File: config.mk
export PLATFORM = sky130hd
export DESIGN_NAME = i2c_idx_target
export DESIGN_NICKNAME = d
export VERILOG_FILES = /design/src/rtl/i2cblk_pkg.sv /design/src/rtl/i2c_line_sync.sv /design/src/rtl/i2c_idx_engine.sv /design/src/rtl/cfg_regfile.sv /design/src/rtl/i2c_idx_target.sv
export SDC_FILE = /design/constraint.sdc
export NUM_CORES = 1
export LEC_CHECK = 0
export BUFFER_PORTS_ARGS = -buffer_cell sky130_fd_sc_hd__buf_2
export CORE_ASPECT_RATIO = 1.4
export CORE_MARGIN = 1.5
export CORE_UTILIZATION = 50
export CTS_BUF_LIST = sky130_fd_sc_hd__clkbuf_4
export DETAILED_ROUTE_END_ITERATION = 10
export GPL_TIMING_DRIVEN = 0
export PLACE_DENSITY = 0.71
export SLEW_MARGIN = 20
export SYNTH_ARGS = -nofsm -noshare
export SYNTH_HDL_FRONTEND = slang
export SYNTH_SLANG_ARGS = --single-unit
File: constraint.sdc
create_clock -name clk -period 3.7 [get_ports clk]
set_input_delay 0 -clock clk [delete_from_list [all_inputs] [get_ports clk]]
set_output_delay 0 -clock clk [all_outputs]
set_load 0.1 [all_outputs]
File: src/rtl/i2cblk_pkg.sv
package i2cblk_pkg;

  typedef enum logic [2:0] {
    ST_IDLE, ST_RX, ST_ACK, ST_TX, ST_HACK, ST_TXLOAD
  } eng_state_t;

  typedef enum logic [1:0] {
    FLD_ADDR, FLD_INDEX, FLD_COUNT, FLD_DATA
  } field_t;

  // writable bits per register index
  function automatic logic [7:0] reg_wmask(int unsigned i);
    case (i)
      1:       return 8'h07;
      3:       return 8'hF7;
      4, 6, 8: return 8'h00;
      5:       return 8'h07;
      10:      return 8'hDF;
      14:      return 8'h1F;
      default: return 8'hFF;
    endcase
  endfunction

  function automatic logic [7:0] reg_rstval(int unsigned i);
    case (i)
      1:       return 8'h07;
      2:       return 8'hFF;
      3:       return 8'h37;
      7:       return 8'h0F;
      9:       return 8'h10;
      10:      return 8'h1F;
      default: return 8'h00;
    endcase
  endfunction

endpackage

File: src/rtl/i2c_line_sync.sv
module i2c_line_sync #(
  parameter int unsigned SYNC = 2
) (
  input  logic clk,
  input  logic rst_n,
  input  logic scl_i,
  input  logic sda_i,
  output logic scl_lvl,
  output logic sda_lvl,
  output logic scl_rise,
  output logic scl_fall,
  output logic start_evt,
  output logic stop_evt
);
  logic [SYNC-1:0] scl_pipe, sda_pipe;
  logic scl_prev, sda_prev;

  always_ff @(posedge clk or negedge rst_n) begin
    if (!rst_n) begin
      scl_pipe <= '1;
      sda_pipe <= '1;
      scl_prev <= 1'b1;
      sda_prev <= 1'b1;
    end else begin
      scl_pipe <= {scl_pipe[SYNC-2:0], scl_i};
      sda_pipe <= {sda_pipe[SYNC-2:0], sda_i};
      scl_prev <= scl_pipe[SYNC-1];
      sda_prev <= sda_pipe[SYNC-1];
    end
  end

  assign scl_lvl   = scl_pipe[SYNC-1];
  assign sda_lvl   = sda_pipe[SYNC-1];
  assign scl_rise  = scl_lvl & ~scl_prev;
  assign scl_fall  = ~scl_lvl & scl_prev;
  assign start_evt = scl_lvl & scl_prev & sda_prev & ~sda_lvl;
  assign stop_evt  = scl_lvl & scl_prev & ~sda_prev & sda_lvl;
endmodule

File: src/rtl/i2c_idx_engine.sv
module i2c_idx_engine
  import i2cblk_pkg::*;
#(
  parameter int unsigned NREG     = 15,
  parameter logic [6:0]  DEV_ADDR = 7'h69
) (
  input  logic       clk,
  input  logic       rst_n,
  input  logic       sda_lvl,
  input  logic       scl_rise,
  input  logic       scl_fall,
  input  logic       start_evt,
  input  logic       stop_evt,
  input  logic [7:0] count_val,
  input  logic [7:0] rd_data,
  output logic       sda_oe,
  output logic       bus_idle,
  output logic       wr_en,
  output logic [7:0] wr_idx,
  output logic [7:0] wr_data,
  output logic [7:0] rd_idx
);
  localparam logic [7:0] LAST_IDX = 8'(NREG - 1);

  eng_state_t state;
  field_t     field;
  logic [2:0] bitcnt;
  logic [6:0] shreg;
  logic [7:0] txsh, txbyte, idx_q, left_q;
  logic       ack_q, ack_go, tx_next, oe_q;
  logic [7:0] rx_byte;

  function automatic logic [7:0] next_idx(logic [7:0] i);
    return (i >= LAST_IDX) ? 8'd0 : i + 8'd1;
  endfunction

  assign rx_byte  = {shreg, sda_lvl};
  assign sda_oe   = oe_q;
  assign bus_idle = (state == ST_IDLE);
  assign rd_idx   = idx_q;
  assign wr_idx   = idx_q;
  assign wr_data  = rx_byte;
  assign wr_en    = (state == ST_RX) && scl_rise && (bitcnt == 3'd7) &&
                    (field == FLD_DATA) && (left_q != 8'd0);

  always_ff @(posedge clk or negedge rst_n) begin
    if (!rst_n) begin
      state   <= ST_IDLE;
      field   <= FLD_ADDR;
      bitcnt  <= '0;
      shreg   <= '0;
      txsh    <= '0;
      txbyte  <= '0;
      idx_q   <= '0;
      left_q  <= '0;
      ack_q   <= 1'b0;
      ack_go  <= 1'b0;
      tx_next <= 1'b0;
      oe_q    <= 1'b0;
    end else if (start_evt) begin
      state  <= ST_RX;
      field  <= FLD_ADDR;
      bitcnt <= '0;
      oe_q   <= 1'b0;
    end else if (stop_evt) begin
      state <= ST_IDLE;
      oe_q  <= 1'b0;
    end else begin
      case (state)
        ST_RX: if (scl_rise) begin
          shreg  <= rx_byte[6:0];
          bitcnt <= bitcnt + 3'd1;
          if (bitcnt == 3'd7) begin
            state   <= ST_ACK;
            ack_go  <= 1'b0;
            ack_q   <= 1'b0;
            tx_next <= 1'b0;
            case (field)
              FLD_ADDR: if (rx_byte[7:1] == DEV_ADDR) begin
                ack_q <= 1'b1;
                if (rx_byte[0]) begin
                  tx_next <= 1'b1;
                  txbyte  <= count_val;
                end else begin
                  field <= FLD_INDEX;
                end
              end
              FLD_INDEX: begin
                ack_q <= 1'b1;
                idx_q <= rx_byte;
                field <= FLD_COUNT;
              end
              FLD_COUNT: begin
                ack_q  <= 1'b1;
                left_q <= rx_byte;
                field  <= FLD_DATA;
              end
              default: if (left_q != 8'd0) begin
                ack_q  <= 1'b1;
                left_q <= left_q - 8'd1;
                idx_q  <= next_idx(idx_q);
              end
            endcase
          end
        end
        ST_ACK: if (scl_fall) begin
          if (!ack_go) begin
            oe_q   <= ack_q;
            ack_go <= 1'b1;
          end else if (!ack_q) begin
            oe_q  <= 1'b0;
            state <= ST_IDLE;
          end else if (tx_next) begin
            oe_q   <= ~txbyte[7];
            txsh   <= {txbyte[6:0], 1'b0};
            bitcnt <= '0;
            state  <= ST_TX;
          end else begin
            oe_q   <= 1'b0;
            bitcnt <= '0;
            state  <= ST_RX;
          end
        end
        ST_TX: begin
          if (scl_rise) begin
            bitcnt <= bitcnt + 3'd1;
            ack_go <= 1'b0;
            if (bitcnt == 3'd7) state <= ST_HACK;
          end else if (scl_fall) begin
            oe_q <= ~txsh[7];
            txsh <= {txsh[6:0], 1'b0};
          end
        end
        ST_HACK: begin
          if (scl_fall && !ack_go) begin
            oe_q   <= 1'b0;
            ack_go <= 1'b1;
          end else if (scl_rise && ack_go) begin
            if (sda_lvl) begin
              state <= ST_IDLE;
            end else begin
              txbyte <= rd_data;
              idx_q  <= next_idx(idx_q);
              state  <= ST_TXLOAD;
            end
          end
        end
        ST_TXLOAD: if (scl_fall) begin
          oe_q   <= ~txbyte[7];
          txsh   <= {txbyte[6:0], 1'b0};
          bitcnt <= '0;
          state  <= ST_TX;
        end
        default: ;
      endcase
    end
  end
endmodule

File: src/rtl/cfg_regfile.sv
module cfg_regfile
  import i2cblk_pkg::*;
#(
  parameter int unsigned NREG   = 15,
  parameter logic [3:0]  VENDOR = 4'h1
) (
  input  logic            clk,
  input  logic            rst_n,
  input  logic            wr_en,
  input  logic [7:0]      wr_idx,
  input  logic [7:0]      wr_data,
  input  logic [7:0]      rd_idx,
  input  logic [4:0]      strap_fs,
  input  logic            strap_mult,
  input  logic [3:0]      rev_id,
  output logic [7:0]      rd_data,
  output logic [7:0]      count_val,
  output logic [NREG*8-1:0] cfg_regs
);
  localparam int unsigned IW      = $clog2(NREG);
  localparam int unsigned CNT_IDX = 7;

  logic [7:0] view [NREG];

  for (genvar i = 0; i < NREG; i++) begin : g_reg
    localparam logic [7:0] M = reg_wmask(i);
    logic [7:0] store;
    logic [7:0] ro_bits;

    always_ff @(posedge clk or negedge rst_n) begin
      if (!rst_n)
        store <= reg_rstval(i) & M;
      else if (wr_en && wr_idx == 8'(i))
        store <= (store & ~M) | (wr_data & M);
    end

    if (i == 1) begin : g_fs
      assign ro_bits = {strap_fs, 3'b000};
    end else if (i == 4) begin : g_ms
      assign ro_bits = {strap_mult, 7'b0};
    end else if (i == 8) begin : g_id
      assign ro_bits = {rev_id, VENDOR};
    end else begin : g_none
      assign ro_bits = 8'h00;
    end

    assign view[i]         = store | ro_bits;
    assign cfg_regs[8*i +: 8] = view[i];
  end

  assign rd_data   = (rd_idx < 8'(NREG)) ? view[rd_idx[IW-1:0]] : 8'h00;
  assign count_val = view[CNT_IDX];
endmodule

File: src/rtl/i2c_idx_target.sv
module i2c_idx_target #(
  parameter int unsigned NREG     = 15,
  parameter int unsigned SYNC     = 2,
  parameter logic [6:0]  DEV_ADDR = 7'h69,
  parameter logic [3:0]  VENDOR   = 4'h1
) (
  input  logic              clk,
  input  logic              rst_n,
  input  logic              scl_i,
  input  logic              sda_i,
  output logic              sda_oe,
  input  logic [4:0]        strap_fs,
  input  logic              strap_mult,
  input  logic [3:0]        rev_id,
  output logic [NREG*8-1:0] cfg_regs
);
  logic       scl_lvl, sda_lvl, scl_rise, scl_fall, start_evt, stop_evt;
  logic       bus_idle, reg_wr;
  logic [7:0] wr_idx, wr_data, rd_idx, rd_data, count_val;

  i2c_line_sync #(.SYNC(SYNC)) u_sync (
    .clk(clk), .rst_n(rst_n), .scl_i(scl_i), .sda_i(sda_i),
    .scl_lvl(scl_lvl), .sda_lvl(sda_lvl), .scl_rise(scl_rise),
    .scl_fall(scl_fall), .start_evt(start_evt), .stop_evt(stop_evt)
  );

  i2c_idx_engine #(.NREG(NREG), .DEV_ADDR(DEV_ADDR)) u_eng (
    .clk(clk), .rst_n(rst_n), .sda_lvl(sda_lvl), .scl_rise(scl_rise),
    .scl_fall(scl_fall), .start_evt(start_evt), .stop_evt(stop_evt),
    .count_val(count_val), .rd_data(rd_data), .sda_oe(sda_oe),
    .bus_idle(bus_idle), .wr_en(reg_wr), .wr_idx(wr_idx),
    .wr_data(wr_data), .rd_idx(rd_idx)
  );

  cfg_regfile #(.NREG(NREG), .VENDOR(VENDOR)) u_regs (
    .clk(clk), .rst_n(rst_n), .wr_en(reg_wr), .wr_idx(wr_idx),
    .wr_data(wr_data), .rd_idx(rd_idx), .strap_fs(strap_fs),
    .strap_mult(strap_mult), .rev_id(rev_id), .rd_data(rd_data),
    .count_val(count_val), .cfg_regs(cfg_regs)
  );
endmodule

==> run metrics, run 1 <==
global route overflow 0; CTS Buffer Depth 2; Crit path max-delay family buffers and inverters; Final Instance Area 8700 sq um; Worst Path Arrival 3.80 ns; Slew Viols, Final 0; clock power share 22.4%; GPL Wtd Cong 0.920; starting density of the core 51.4%; Crit. Startpoint u_eng.rd_idx[0]; Layout Area Growth over Synthesis 16.5%; CTS root buf clkbuf_4; Mean Syn Cell Area 11.1 sq um; layout cells sized above 1 41.0%; most area-consuming cells after synthesis dfrtp_1 35%, mux2_2 16%, dfstp_2 11%, buf_4 3.6%, mux4_2 2.7%; reg2reg end u_eng.rd_idx[3]; largest net degree at the start of global routing 91; startpoint types flop; crit path kind reg -> reg; CP endpoint u_eng.rd_idx[3]; P_int 2.53 mW; Final Skew 0.0233 ns; Post-DP Area 8360 sq um; Die Area 15700 sq um; HP Class in -> reg; Crit path largest cell delay 0.60 ns; die outline width 106 um; Max FO, Critical Path 10; Distinct cells, synth 69; Buffers on Ports 105; top cell type by total area after synthesis dfrtp_1; Ys Warns 0; CP dominant cell by count clkbuf_1; Rel. slew slack 37.4%; final wirelength 20400 um; Fin. Hold Viols 0; maxcap violations 0; RSZ-0062 raised after global routing false; DP HPWL 15100 um; number of global-route vias before repair 6113; post-cts gate resize count 0; Critical Path RT 4.20 ns; Tmin final 3.30 ns; worst skew pair latency 0.56 ns; Synth top area share 35.2%; Net Sw Frac 40.1%; Post-synth top cells 105 x dfrtp_1, 105 x mux2_2, 49 x nand2_1, 36 x buf_4, 33 x o21ai_0; number of stages on the worst setup path 11; Reg2Reg Depth 11; peak supply drop 0.318 mV; PD cells 485 nW/um^2; Routed Antenna Nets 0; register area 3470 sq um; Finished Layout Cells 1032; run status finished, final reports clean; placed cells 993; Final Cycle Share 89.2%; Max Freq 303 MHz; worst r2r src u_eng.rd_idx[0]; DR vias/cell 5.77; Tot GR Track Use 27.1%; Clock transition at path regs 0.13 ns; CTS tree built; r2r setup slk 0.40 ns; Final Util 59.9%; via count 5950; Post-Route Setup TNS 0 ns; Multi-input gate area 3560 sq um; logic gate share of total power 35.6%; CORE AREA 14500 sq um; Worst Path Buf+Inv 5; CP max stage cell buf_1; Rows 52; Tot Pwr 4.22 mW; leakage power 4.27 nW; slew of the pin with the lowest slew margin 0.937 ns; initial antenna violation count 1; htree depth 4; Worst setup EP type flop; NetSw 1.69 mW; initial drt markers 391; Num CTS Buffers 17; wire per inst 19.8 um; FFs w/ async S/R, synth 100%; # DRC 0; CP cell instances clkbuf_1, buf_1, buf_2, inv_1, ha_1, nor2_1, o21ai_0, or2_0, clkbuf_1, o31ai_1, a22o_1; die height 148 um; Most used DFF post-synth dfrtp_1; number of flops mapped to enable cells by yosys 0; # setup viols final 0; Post-Synthesis Cells 671; synthesis-stage register bit count 137; Fillers 1245; Mapped Area 7460 sq um; part of the power in registers 42.0%; first-pass GRT wire length 32700 um; IO Count 135; TritonCTS Sinks 137; Seq/Total Area, Yosys 46.5%; fin nets 857; drt first pass iters 5
## routing by layer
metal | vias to the layer above | part of all wire, % | global-route usage (%)
li1 | 2684 | - | -
met1 | 2939 | 37 | 30.5
met2 | 262 | 52 | 47.6
met3 | 65 | 5.9 | 5.69
met4 | 0 | 4.9 | 14.7
met5 | - | 0 | 0
## registers in the layout, indices dropped and copies added (netlist names), 2 cells and up
signal            flops
u_eng.bitcnt          3
u_eng.field           2
u_eng.left_q          8
u_eng.rd_idx          8
u_eng.shreg           7
u_eng.state           3
u_eng.txbyte          8
u_eng.txsh            7
u_regs.count_val      8
u_regs.g.store       73
u_sync.scl_pipe       2
u_sync.sda_pipe       2
## worst min-delay path by stage
| stage | slack (ns) | to | startpoint | depth (start not counted) |
|---|---|---|---|---|
| after detailed placement | -0.07 | u_eng.left_q[2] | rst_n | 1 |
| after floorplan | -0.30 | u_eng.ack_go | rst_n | 0 |
| after CTS | 0.07 | u_sync.sda_pipe[0] | sda_i | 2 |
| after global placement | 0.11 | u_sync.scl_pipe[0] | scl_i | 1 |
| after global routing | 0.06 | u_sync.sda_pipe[0] | sda_i | 2 |
| final | 0.09 | u_sync.sda_pipe[0] | sda_i | 2 |
## power groups by stage
stage	clock (mW)	combinational, mW	sequential (mW)
after global placement	0	1.43	1.79
final	0.943	1.50	1.77
after detailed placement	0	1.47	1.80
after floorplan	0	1.11	1.78
after global routing	1.02	1.64	1.79
after CTS	0.960	1.49	1.77
## kinds of logic after synthesis
family / share of synthesized area (%)
buf+inv: 7.13
xor+xnor: 0.117
flops: 46.5
compound gates: 11.5
mux: 20.8
simple gates: 11.5
other cells: 0.101
fa+ha+maj: 2.35
## cells in the final DEF (no fill, tap or decap), types with 4 or more instances in the layout
cell type,netlist,final
and3_1,12,12
nor3_1,9,9
inv_6,0,5
nand3b_1,4,4
dfrtp_1,105,105
clkinv_1,1,4
mux4_2,9,9
dfstp_2,32,32
ha_1,14,14
clkbuf_4,0,19
nand3_1,13,13
mux2i_1,17,17
clkbuf_1,28,28
buf_4,36,36
o31ai_1,4,4
or3_1,4,4
a22oi_1,8,8
o22ai_1,6,6
nand2b_1,9,9
a21oi_1,21,21
o21ai_0,33,33
a31oi_1,11,11
a221o_1,4,4
nand2_1,49,49
nor2_1,25,25
a22o_1,6,6
inv_1,20,20
nor2b_1,8,8
dlygate4sd3_1,0,5
mux2_2,105,105
buf_2,14,118
conb_1,2,29
## per-stage QoR
step | hold slack (ns) | setup WS [ns]
final | 0.0873 | 0.401
after global routing | 0.0625 | 0.248
after CTS | 0.0710 | 0.529
after detailed placement | -0.0723 | 0.539
after global placement | 0.107 | 0.601
after floorplan | -0.296 | 1.26
## area by class of cell
class	count	area share, %
Antenna cell	1	0.0288
Tap cell	189	2.72
Buffer	80	5.21
Sequential cell	137	39.9
Clock buffer	19	1.64
Inverter	21	0.906
Multi-Input combinational cell	460	41.0
Timing Repair Buffer	112	7.28
Clock inverter	13	1.35
## what timing repair did
action	in CTS	in global routing
endpoints found under the hold margin	115	0
setup buffers	0	0
hold buffers	6	0
(Power assumes the default switching activity.)
==> run 2: changes to the inputs <==
--- a/config.mk
+++ b/config.mk
@@ -6,13 +6,14 @@
 export NUM_CORES = 1
 export LEC_CHECK = 0
 export BUFFER_PORTS_ARGS = -buffer_cell sky130_fd_sc_hd__buf_2
+export CAP_MARGIN = 10
 export CORE_ASPECT_RATIO = 1.4
 export CORE_MARGIN = 1.5
 export CORE_UTILIZATION = 50
 export CTS_BUF_LIST = sky130_fd_sc_hd__clkbuf_4
 export DETAILED_ROUTE_END_ITERATION = 10
 export GPL_TIMING_DRIVEN = 0
-export PLACE_DENSITY = 0.71
+export PLACE_DENSITY = 0.73
 export SLEW_MARGIN = 20
 export SYNTH_ARGS = -nofsm -noshare
 export SYNTH_HDL_FRONTEND = slang
==> run metrics, run 2 (same netlist as run 1, synthesis figures left out) <==
starting density of the core 51.4% (unchanged); Rel. slew slack 43.2% (+5.9 points); global route overflow 0 (unchanged); Num CTS Buffers 17 (unchanged); final wirelength 20100 um (-1.6%); Crit. Startpoint u_eng.rd_idx[0]; Largest register FFs 73 (unchanged); Slew Viols, Final 0 (unchanged); die outline width 106 um (unchanged); worst r2r src u_eng.rd_idx[0]; DR vias/cell 5.76 (about the same); part of the power in registers 41.8% (-0.2 points); Clock transition at path regs 0.13 ns (about the same); GPL Wtd Cong 0.908 (-1.3%); TritonCTS Sinks 137 (unchanged); via count 5942 (-0.13%); fin nets 856 (-0.12%); htree depth 4 (unchanged); # setup viols final 0 (unchanged); wire per inst 19.5 um (-1.5%); maxcap violations 0 (unchanged); CTS root buf clkbuf_4; largest net degree at the start of global routing 86 (-5.5%); Max Freq 310 MHz (+2.1%); drt first pass iters 5 (unchanged); Reg2Reg Depth 11 (unchanged); Buffers on Ports 105 (unchanged); CORE AREA 14500 sq um (unchanged); HP Class in -> async; die height 148 um (unchanged); Worst Path Arrival 3.75 ns (-0.05 ns); Routed Antenna Nets 0 (unchanged); NetSw 1.73 mW (+2.2%); crit path kind reg -> reg; Finished Layout Cells 1031 (-0.097%); # DRC 0 (unchanged); commonest non-fill, non-tap cell in the layout buf_2; Tot GR Track Use 26.7% (-0.38 points); RSZ-0062 raised after global routing false; Worst setup EP type flop; layout cells sized above 1 41.4% (+0.41 points); CTS Buffer Depth 2 (unchanged); peak supply drop 0.326 mV (+2.7%); Layout Area Growth over Synthesis 16.6% (about the same); Final Skew 0.0162 ns (-0.00710 ns); Fin. Hold Viols 0 (unchanged); placed cells 993 (unchanged); Setup Fix Bufs, Post-CTS 0 (unchanged); initial antenna violation count 1 (unchanged); r2r setup slk 0.47 ns (+0.07 ns); leakage power 4.27 nW (about the same); Critical Path RT 4.22 ns (+0.02 ns); WHS 0.0391 ns (-0.0483 ns); worst skew pair latency 0.57 ns (about the same); run status finished, final reports clean; first-pass GRT wire length 32200 um (-1.5%); Reg with most FFs u_regs.g.store; IO Count 135 (unchanged); CTS tree built; Max FO, Critical Path 10 (unchanged); P_int 2.53 mW (about the same); slew of the pin with the lowest slew margin 0.850 ns (-0.0876 ns); clock power share 23.1% (+0.7 points); Net Sw Frac 40.6% (+0.51 points); logic gate share of total power 35.1% (-0.5 points); DP HPWL 14900 um (-1.1%); most frequent cells in the layout 118 x buf_2, 105 x mux2_2, 105 x dfrtp_1; startpoint types flop; Final Cycle Share 87.3% (-1.9 points); Rows 52 (unchanged); reg2reg end u_eng.rd_idx[3]; Post-Route Setup TNS 0 ns (unchanged); number of global-route vias before repair 6027 (-1.4%); Die Area 15700 sq um (unchanged); Tmin final 3.23 ns (-0.0686 ns); PD cells 489 nW/um^2 (+0.87%); initial drt markers 440 (+13%)
[run 2: metrics by stage]
step                      power (mW)  setup WS (ns)  util (%)  area, sq um
after floorplan                 2.89           1.26         -         7560
after global placement          3.22          0.607      57.4         8330
after detailed placement        3.28          0.556      57.6         8360
after CTS                       4.26          0.538      60.0         8700
after global routing            4.47          0.284      60.0         8700
final                           4.26          0.469      60.0         8700
[run 2: worst max-delay path by stage]
stage / cells after the start / endpoint / slack (ns)
2_1_floorplan: 11 / u_eng.rd_idx[4] / 1.26
3_3_place_gp: 11 / u_eng.rd_idx[3] / 0.61
3_5_place_dp: 11 / u_eng.rd_idx[3] / 0.56
4_1_cts: 11 / u_eng.rd_idx[3] / 0.54
5_1_grt: 11 / u_eng.rd_idx[3] / 0.28
6_report: 11 / u_eng.rd_idx[3] / 0.47
[run 2: cell type report]
| cell class | instances | area (sq um) |
|---|---|---|
| Sequential cell | 137 | 3470 |
| Clock buffer | 18 | 135 |
| Timing Repair Buffer | 111 | 623 |
| Inverter | 21 | 78.8 |
| Clock inverter | 14 | 143 |
| Fill cell | 1241 | 5810 |
| Multi-Input combinational cell | 460 | 3560 |
| Buffer | 80 | 453 |
| Tap cell | 189 | 236 |
| Antenna cell | 1 | 2.50 |
[run 2: power by group through the flow]
stage	Combinational, mW	Sequential, mW	Clock, mW
CTS	1.49	1.77	1.00
global route	1.62	1.79	1.06
finish	1.50	1.78	0.985
detailed placement	1.48	1.80	0
global placement	1.43	1.79	0
floorplan	1.11	1.78	0
[run 2: critical path, cell delays in order, from the launching register on]
cell      delay [ns]
dfrtp_1         0.45
clkbuf_1        0.33
buf_1           0.51
buf_2           0.35
inv_1           0.11
ha_1            0.26
nor2_1          0.11
o21ai_0         0.08
or2_0           0.22
clkbuf_1        0.19
o31ai_1         0.36
a22o_1          0.20
[run 2: repair_timing]
item                      4_1_cts  5_1_grt
gates resized for setup         0        0
hold endpoints to repair      120        0
hold buffers                    5        0
[run 2: per-layer routing]
layer  GRT usage, %  vias up  part of all wire [%]
li1               -     2688                     -
met5              0        -                     0
met4           13.0        0                   4.0
met1           30.2     2937                    38
met3           4.89       54                   5.7
met2           48.0      263                    53
